## config.mk

```make
export PLATFORM = sky130hd
export DESIGN_NAME = xpose_buf
export DESIGN_NICKNAME = d
export VERILOG_FILES = /design/src/rtl/xpose_pkg.sv /design/src/rtl/xpose_wr_ctrl.sv /design/src/rtl/xpose_rd_ctrl.sv /design/src/rtl/xpose_bank_mem.sv /design/src/rtl/xpose_buf.sv
export SDC_FILE = /design/constraint.sdc
export NUM_CORES = 2
export LEC_CHECK = 0
export BUFFER_PORTS_ARGS = -buffer_cell sky130_fd_sc_hd__buf_2
export CORE_MARGIN = 3
export CORE_UTILIZATION = 60
export CTS_BUF_LIST = sky130_fd_sc_hd__clkbuf_2 sky130_fd_sc_hd__clkbuf_4 sky130_fd_sc_hd__clkbuf_8
export CTS_CLUSTER_DIAMETER = 40
export CTS_CLUSTER_SIZE = 40
export DETAILED_ROUTE_END_ITERATION = 6
export GPL_ROUTABILITY_DRIVEN = 0
export PLACE_DENSITY = 0.76
export SLEW_MARGIN = 20
export SYNTH_ARGS = -nofsm -noshare
export SYNTH_HDL_FRONTEND = slang
export SYNTH_SLANG_ARGS = --single-unit
```

## constraint.sdc

```tcl
create_clock -name clk -period 3.7 [get_ports clk]
set_input_delay 0.37 -clock clk [delete_from_list [all_inputs] [get_ports clk]]
set_output_delay 0.37 -clock clk [all_outputs]
set_load 0.02 [all_outputs]
```

## src/rtl/xpose_pkg.sv

```systemverilog
package xpose_pkg;

  // Storage slot for column-ordered input sample idx so that a linear
  // read returns the matrix row by row.
  function automatic int unsigned col_to_row_addr(int unsigned idx, int unsigned dim);
    return (idx % dim) * dim + (idx / dim);
  endfunction

  // Index of the input sample that output position pos must carry.
  function automatic int unsigned row_source_index(int unsigned pos, int unsigned dim);
    return (pos % dim) * dim + (pos / dim);
  endfunction

endpackage

```

## src/rtl/xpose_wr_ctrl.sv

```systemverilog
module xpose_wr_ctrl #(
  parameter int DIM    = 8,
  parameter int MODE_W = 3,
  localparam int N     = DIM * DIM,
  localparam int AW    = $clog2(N)
) (
  input  logic              clk,
  input  logic              rst_n,
  input  logic              in_start,
  input  logic [MODE_W-1:0] in_mode,
  output logic              wr_en,
  output logic [AW-1:0]     wr_addr,
  output logic              wr_bank,
  output logic              wr_last,
  output logic              filling,
  output logic [MODE_W-1:0] blk_mode
);
  logic [AW-1:0] wr_cnt;
  logic          accept;

  assign accept  = in_start && !filling;
  assign wr_en   = accept || filling;
  assign wr_last = filling && (wr_cnt == AW'(N - 1));
  assign wr_addr = AW'(xpose_pkg::col_to_row_addr(32'(wr_cnt), DIM));

  always_ff @(posedge clk or negedge rst_n) begin
    if (!rst_n) begin
      wr_cnt   <= '0;
      filling  <= 1'b0;
      wr_bank  <= 1'b0;
      blk_mode <= '0;
    end else if (accept) begin
      wr_cnt   <= AW'(1);
      filling  <= 1'b1;
      blk_mode <= in_mode;
    end else if (filling) begin
      if (wr_last) begin
        wr_cnt  <= '0;
        filling <= 1'b0;
        wr_bank <= ~wr_bank;
      end else begin
        wr_cnt <= wr_cnt + AW'(1);
      end
    end
  end
endmodule

```

## src/rtl/xpose_rd_ctrl.sv

```systemverilog
module xpose_rd_ctrl #(
  parameter int DIM    = 8,
  parameter int MODE_W = 3,
  localparam int N     = DIM * DIM,
  localparam int AW    = $clog2(N)
) (
  input  logic              clk,
  input  logic              rst_n,
  input  logic              wr_last,
  input  logic              wr_bank,
  input  logic [MODE_W-1:0] blk_mode,
  output logic              rd_active,
  output logic [AW-1:0]     rd_addr,
  output logic              rd_bank,
  output logic              rd_first,
  output logic [MODE_W-1:0] rd_mode
);
  assign rd_first = rd_active && (rd_addr == '0);

  always_ff @(posedge clk or negedge rst_n) begin
    if (!rst_n) begin
      rd_active <= 1'b0;
      rd_addr   <= '0;
      rd_bank   <= 1'b0;
      rd_mode   <= '0;
    end else if (wr_last) begin
      rd_active <= 1'b1;
      rd_addr   <= '0;
      rd_bank   <= wr_bank;
      rd_mode   <= blk_mode;
    end else if (rd_active) begin
      if (rd_addr == AW'(N - 1)) begin
        rd_active <= 1'b0;
        rd_addr   <= '0;
      end else begin
        rd_addr <= rd_addr + AW'(1);
      end
    end
  end
endmodule

```

## src/rtl/xpose_bank_mem.sv

```systemverilog
module xpose_bank_mem #(
  parameter int DATA_W = 16,
  parameter int DEPTH  = 64,
  localparam int AW    = $clog2(DEPTH),
  localparam int BANKS = 2
) (
  input  logic              clk,
  input  logic              wr_en,
  input  logic              wr_bank,
  input  logic [AW-1:0]     wr_addr,
  input  logic [DATA_W-1:0] wr_data,
  input  logic              rd_bank,
  input  logic [AW-1:0]     rd_addr,
  output logic [DATA_W-1:0] rd_data
);
  logic [DATA_W-1:0] bank_q [BANKS];

  for (genvar b = 0; b < BANKS; b++) begin : g_bank
    logic [DATA_W-1:0] arr [DEPTH];
    always_ff @(posedge clk) begin
      if (wr_en && (wr_bank == 1'(b))) arr[wr_addr] <= wr_data;
    end
    assign bank_q[b] = arr[rd_addr];
  end

  assign rd_data = bank_q[rd_bank];
endmodule

```

## src/rtl/xpose_buf.sv

```systemverilog
module xpose_buf #(
  parameter int DIM    = 8,
  parameter int DATA_W = 16,
  parameter int MODE_W = 3,
  localparam int N     = DIM * DIM,
  localparam int AW    = $clog2(N)
) (
  input  logic              clk,
  input  logic              rst_n,
  input  logic              in_start,
  input  logic [MODE_W-1:0] in_mode,
  input  logic [DATA_W-1:0] in_data,
  output logic              out_valid,
  output logic              out_start,
  output logic [MODE_W-1:0] out_mode,
  output logic [DATA_W-1:0] out_data
);
  // Named internal events, visible to the bound checker.
  logic              wr_fire;
  logic              wr_last;
  logic              wr_bank;
  logic              filling;
  logic [AW-1:0]     wr_addr;
  logic [MODE_W-1:0] blk_mode;
  logic              rd_active;
  logic              rd_first;
  logic              rd_bank;
  logic [AW-1:0]     rd_addr;
  logic [MODE_W-1:0] rd_mode;
  logic [DATA_W-1:0] rd_data;

  xpose_wr_ctrl #(.DIM(DIM), .MODE_W(MODE_W)) u_wr (
    .clk(clk), .rst_n(rst_n), .in_start(in_start), .in_mode(in_mode),
    .wr_en(wr_fire), .wr_addr(wr_addr), .wr_bank(wr_bank),
    .wr_last(wr_last), .filling(filling), .blk_mode(blk_mode)
  );

  xpose_rd_ctrl #(.DIM(DIM), .MODE_W(MODE_W)) u_rd (
    .clk(clk), .rst_n(rst_n), .wr_last(wr_last), .wr_bank(wr_bank),
    .blk_mode(blk_mode), .rd_active(rd_active), .rd_addr(rd_addr),
    .rd_bank(rd_bank), .rd_first(rd_first), .rd_mode(rd_mode)
  );

  xpose_bank_mem #(.DATA_W(DATA_W), .DEPTH(N)) u_mem (
    .clk(clk), .wr_en(wr_fire), .wr_bank(wr_bank), .wr_addr(wr_addr),
    .wr_data(in_data), .rd_bank(rd_bank), .rd_addr(rd_addr),
    .rd_data(rd_data)
  );

  always_ff @(posedge clk or negedge rst_n) begin
    if (!rst_n) begin
      out_valid <= 1'b0;
      out_start <= 1'b0;
      out_mode  <= '0;
      out_data  <= '0;
    end else begin
      out_valid <= rd_active;
      out_start <= rd_first;
      out_data  <= rd_active ? rd_data : '0;
      if (rd_first) out_mode <= rd_mode;
    end
  end
endmodule

```

### Word-level counts from Yosys, hierarchy flattened

Memories as Yosys holds them, arrays and structs flattened.
Index checks and enable logic that the tools add are counted.

| storage, ports and cells | value |
|---|---|
| logic and storage cells | 54 |
| output and inout port bits | 21 |
| bits of input ports | 22 |
| RAM bits | 2048 |
| memories | 2 |
| register bits after elaboration | 43 |

| cells by class | value |
|---|---|
| equality and inequality tests | 2 |
| $lt $le $gt $ge | 1 |
| reductions and logical operators | 11 |
| bitwise operators | 3 |
| add/subtract/negate cells | 3 |
| muxes and demuxes | 20 |

Memories:

| memory | depth | width | read ports | clocked after Yosys merged registers in | write ports | line | RTL |
|---|---|---|---|---|---|---|---|
| u_mem.g_bank[0].arr | 64 | 16 | 1 | 0 | 1 | xpose_bank_mem.sv:19 | `logic [DATA_W-1:0] arr [DEPTH];` |
| u_mem.g_bank[1].arr | 64 | 16 | 1 | 0 | 1 | xpose_bank_mem.sv:19 |  |

Operators with widths:

| kind | number |
|---|---|
| $mux W16 | 4 |
| $mux W6 | 6 |
| $add A6 B1 Y6 const B | 2 |
| $eq A6 B6 Y1 const B | 2 |
| $mux W1 | 10 |
| $add A6 B3 Y6 | 1 |
| $logic_not A6 Y1 | 1 |
| $logic_and A1 B1 Y1 | 5 |
| $reduce_bool A2 Y1 | 2 |
| $reduce_and A3 Y1 | 1 |
| $ge A2 B2 Y1 const B | 1 |
| $not A1 Y1 | 2 |
| $not A1 Y2 | 1 |
| $logic_not A1 Y1 | 1 |
| $logic_or A1 B1 Y1 | 1 |

### Longest topological paths before layout

| depth | value |
|---|---|
| word-level depth | 6 |
| depth in mapped cells | 12 |
| mapped depth without buffers | 7 |

### Hierarchy

A second synthesis with hierarchy kept.

| second synthesis, totals | value |
|---|---|
| cell total of the unflattened synthesis | 3210 |
| area, all modules | 79957.9 sq um |

By module, submodules not included:

| module | area an instance (sq um) | seq. area each (sq um) | cells an instance | instances |
|---|---|---|---|---|
| xpose_bank_mem | 78226.3 | 61499.0 | 3077 | 1 |
| xpose_buf | 685.7 | 525.5 | 41 | 1 |
| xpose_rd_ctrl | 533.0 | 275.3 | 49 | 1 |
| xpose_wr_ctrl | 513.0 | 275.3 | 43 | 1 |

### Least setup slack after synthesis

OpenSTA, ideal clock, no wires.

| path | value |
|---|---|
| kind | register to register |
| start | register u_wr.wr_bank |
| end | memory u_mem.g_bank[1].arr[61][0], enable pin |
| data arrival time | 2.376 ns |
| library setup time | 0.413 ns |
| clock period less this slack | 2.789 ns |
| required time | 3.287 ns |
| slack | 0.911 ns |
| stages on the path, launching flop included | 6 |
| buffers on the path | 2 |
| cell sequence | dfrtp_1 clkbuf_1 nor2b_1 clkbuf_1 nand3_1 nor3b_1 |

| between the ends | value |
|---|---|
| longest elaborated chain between the ends | 3 |

RTL lines:

| what | line | RTL |
|---|---|---|
| start, declared | xpose_wr_ctrl.sv:13 | `output logic wr_bank,` |
| start signal, assigned | xpose_wr_ctrl.sv:40 | `wr_bank <= ~wr_bank;` |
| $logic_and A1 B1 Y1 | xpose_bank_mem.sv:21 | `if (wr_en && (wr_bank == 1'(b))) arr[wr_addr] <= wr_data;` |
| $mux W1 | xpose_bank_mem.sv:21 |  |
| $mux W1 (implied by the code) | xpose_bank_mem.sv:21 |  |
| end, declared | xpose_bank_mem.sv:19 |  |

No other way between the ends.

### Worst setup path after layout

| path | value |
|---|---|
| start | register u_rd.rd_addr[0] |
| end | register out_data[5] |

| between the ends | value |
|---|---|
| longest elaborated chain between the ends | 5 |
| elaborated cells on any way between the ends | 6 |
| those cells by class | mux: 4; memory: 2 |

RTL lines:

| what | line | RTL |
|---|---|---|
| start, declared | xpose_rd_ctrl.sv:13 | `output logic [AW-1:0] rd_addr,` |
| start signal, assigned | xpose_rd_ctrl.sv:36 | `rd_addr <= rd_addr + AW'(1);` |
| $mem_v2 Z64 W16 | -- |  |
| $mux W16 (implied by the code) * (3 in a row) | xpose_bank_mem.sv:26 | `assign rd_data = bank_q[rd_bank];` |
| $mux W16 * | xpose_buf.sv:59 | `out_data <= rd_active ? rd_data : '0;` |
| end signal, assigned | xpose_buf.sv:59 |  |
| end, declared | xpose_buf.sv:16 | `output logic [DATA_W-1:0] out_data` |

Mark *: on every way between the ends. The rest lies on a longest branch, timed or not. The select of a mux whose other input is x is not followed.
A chain may end at the register's enable or synchronous reset.

==> impl_metrics.tcl <==
set metrics [dict create \
    leakagePower_nw 29.14 \
    slew_headroom 0.2372 \
    synth_area_per_cell_um2 21.23 \
    die-height_um 374.3 \
    mostFrequentLayoutCell "edfxtp_1" \
    clk_pin_slew_ns 0.09 \
    cp-end-kind "flop" \
    fp.dieW_um 374.3 \
    finClkSkew_ns 0.05209 \
    async_reset_ff_frac 0.02056 \
    grt_pass1_wl_um 307000 \
    areaGrowthSynthToFinish_pct 10.99 \
    yosys_register_bits 2091 \
    nNetsFinal 4227 \
    rsz0062_at_grt "no" \
    synth_warnings 0 \
    place_ws_ns 0.3850 \
    synth-seq-area-share 0.7690 \
    layout.cells.non_filler 6148 \
    cts_buffer_depth 3 \
    syn_inst 3833 \
    finalWirelength_um 215800 \
    finalSetupViolCount 0 \
    p_total_mw 61.08 \
    placed_cells 5751 \
    numCtsBuffers 195 \
    p_int_mw 41.16 \
    first_pass_iters 6 \
    syn-num-nets 3858 \
    num_rows 134 \
    worst_ep_required_time_ns 4.54 \
    drv_slew 0 \
    portBuffers 42 \
    root_buffer "clkbuf_8" \
    htree_levels 4 \
    dieArea_um2 140100 \
    post-cts-setup-buffers 0 \
    ys_types 71 \
    viasPerCell 6.937 \
    ir_worst_vdd_uv 501.4 \
    period_minus_slack_ns 3.540 \
    syn_area_um2 81370 \
    grt_use_total 0.3111 \
    p_clk_frac 0.260 \
    hold_viol 0 \
    ctsHoldBuffers 15 \
    fin_tns_setup_ns 0 \
    drive_above_1_share 0.2813 \
    io_pins 43 \
    start_kind "flop" \
    worstPathArrival_ns 4.37 \
    nFillCells 8254 \
    clkLatencyLatePin_ns 0.98 \
    antenna_found_initial 12 \
    core_area_um2 134100 \
    status "completed" \
    worst_slack_ns 0.1602 \
    avgRoutedWirePerCell_um 35.10 \
    grt_max_degree 108 \
    cts_tree "done" \
    worstMarginPinSlew_ns 1.144 \
    detail_route.drc_violations 0 \
    final_cell_mix "edfxtp_1, mux4_2, buf_4" \
    overflow 0 \
    start_util 0.6066 \
    worst-path-max-fanout 47 \
    powerDensity_nw_per_um2 676.4 \
    drtIter0Drc 7116 \
    ant_nets 0 \
    switching_share 0.3261 \
    cap_violations 0 \
    grt_pass1_vias 41400 \
    place_hpwl_um 133000 \
    fmax_mhz 282.5 \
    power.share.sequential 0.453 \
    min_period_over_period 0.9567 \
    hold_class "input port to asynchronous set/reset pin" \
    synth-main-ff-cell "edfxtp_1" \
    synth-edff-count 2048 \
    cts_resized 0 \
    path_class "flop to flop" \
    power_switching_mw 19.92 \
    vias 42650 \
    pwr-share-comb 0.287 \
    cts.sinks 2091 \
]
## routing by layer
layer	part of all wire	vias to the layer above	wire [um]	track usage
li1	-	16750	-	-
met4	0.049	8	10530	0.1345
met5	0.00025	-	53	0
met3	0.14	567	30360	0.09322
met1	0.36	21950	77020	0.4439
met2	0.45	3375	97830	0.4545
## area by class of cell
cell class	count	area, um^2	area share
flip-flops and latches	2091	62590	0.6931
multi-input cells	1503	17260	0.1911
repair buffers	396	3475	0.03847
clock buffers	209	2839	0.03144
well taps	1768	2212	0.02449
clock inverters	162	1859	0.02059
inverters	15	63.81	0.0007066
diodes	4	10.01	0.0001108
## registers in the layout, summed over array words and instances (netlist names)
| register | count |
|---|---|
| out_start | 1 |
| u_wr.wr_cnt | 6 |
| u_rd.rd_active | 1 |
| out_mode | 3 |
| u_wr.blk_mode | 3 |
| u_rd.rd_addr | 6 |
| u_wr.filling | 1 |
| u_mem.g_bank.arr | 2048 |
| u_rd.rd_mode | 3 |
| u_wr.wr_bank | 1 |
| out_data | 16 |
| out_valid | 1 |
| u_rd.rd_bank | 1 |
## Yosys cell counts (12+ instances only)
cell      count  area [um^2]
a211oi_1     12        90.09
o211ai_1     12        90.09
a31oi_1      18        112.6
nand2_1     134        503.0
nor2_1      185        694.4
a221o_1      19        190.2
buf_8        18        270.3
mux2_2       23        259.0
dfrtp_1      43         1076
a21oi_1      60        300.3
buf_2        61        305.3
buf_4        14        105.1
mux2i_1     248         2482
o21ai_0      43        215.2
nand2b_1     12        75.07
o221ai_1     14        122.6
o22ai_1      25        156.4
edfxtp_1   2048        61500
o31ai_1      15        112.6
a221oi_1     37        324.1
buf_6        34        382.9
a22oi_1      32        240.2
nand3_1      26        130.1
nor3_1       17        85.08
clkbuf_1     83        311.6
mux4_2      434         9774
## through the flow
| stage | hold slack [ns] | utilization | area (um^2) |
|---|---|---|---|
| after global routing | 0.07539 | 0.6733 | 90300 |
| after floorplan | 0.07441 | - | 81370 |
| after global placement | 0.2674 | 0.6362 | 85330 |
| final | 0.06692 | 0.6733 | 90310 |
| after CTS | 0.01305 | 0.6724 | 90180 |
| after detailed placement | 0.2784 | 0.6362 | 85330 |
## critical path: stages (launching register included)
cell and delay (ns):
dfrtp_4 0.58, buf_12 0.21, buf_12 0.32, buf_4 0.35, mux4_2 0.54, mux2i_1 0.16, o22ai_1 0.20, nor4_1 0.72
a21oi_1 0.11, o311a_1 0.17
## power groups by stage
stage               logic [mW]  registers (mW)  clock network [mW]
finish                    17.5            27.7                15.9
global route              18.1            27.7                17.0
CTS                       17.3            27.6                16.0
detailed placement        17.2            28.2                   0
global placement          17.0            28.1                   0
floorplan                 11.3            27.8                   0
## final timing paths
path,from,to,slack [ns],cells past startpoint
min reg2reg,u_wr.blk_mode[0]$_DFFE_PN0P_,u_rd.rd_mode[0]$_DFFE_PN0P_,0.47,2
max in group asynchronous,rst_n,u_wr.blk_mode[1]$_DFFE_PN0P_,2.83,3
min,rst_n,out_data[15]$_DFF_PN0_,0.07,3
max reg2reg,u_rd.rd_addr[0]$_DFFE_PN0P_,out_data[5]$_DFF_PN0_,0.16,9
max,u_rd.rd_addr[0]$_DFFE_PN0P_,out_data[5]$_DFF_PN0_,0.16,9
min in group clk,in_data[9],u_mem.g_bank[1].arr[2][9]$_DFFE_PP_,0.14,1
## kinds of logic (layout without fill, tap and decap cells)
family                   Yosys count  in the layout  share of synthesized area
flip-flops                      2091           2091                     0.7690
other                              0              4                          0
multiplexers                     713            713                     0.1564
adder cells (fa/ha/maj)            3              3                  0.0004614
XOR/XNOR                           5              5                  0.0005382
AND/OR/NAND/NOR                  433            433                    0.02308
buffers and inverters            239            782                    0.01944
AO/OA/AOI/OAI                    349            349                    0.03105
Power figures use the tool's default switching activity.
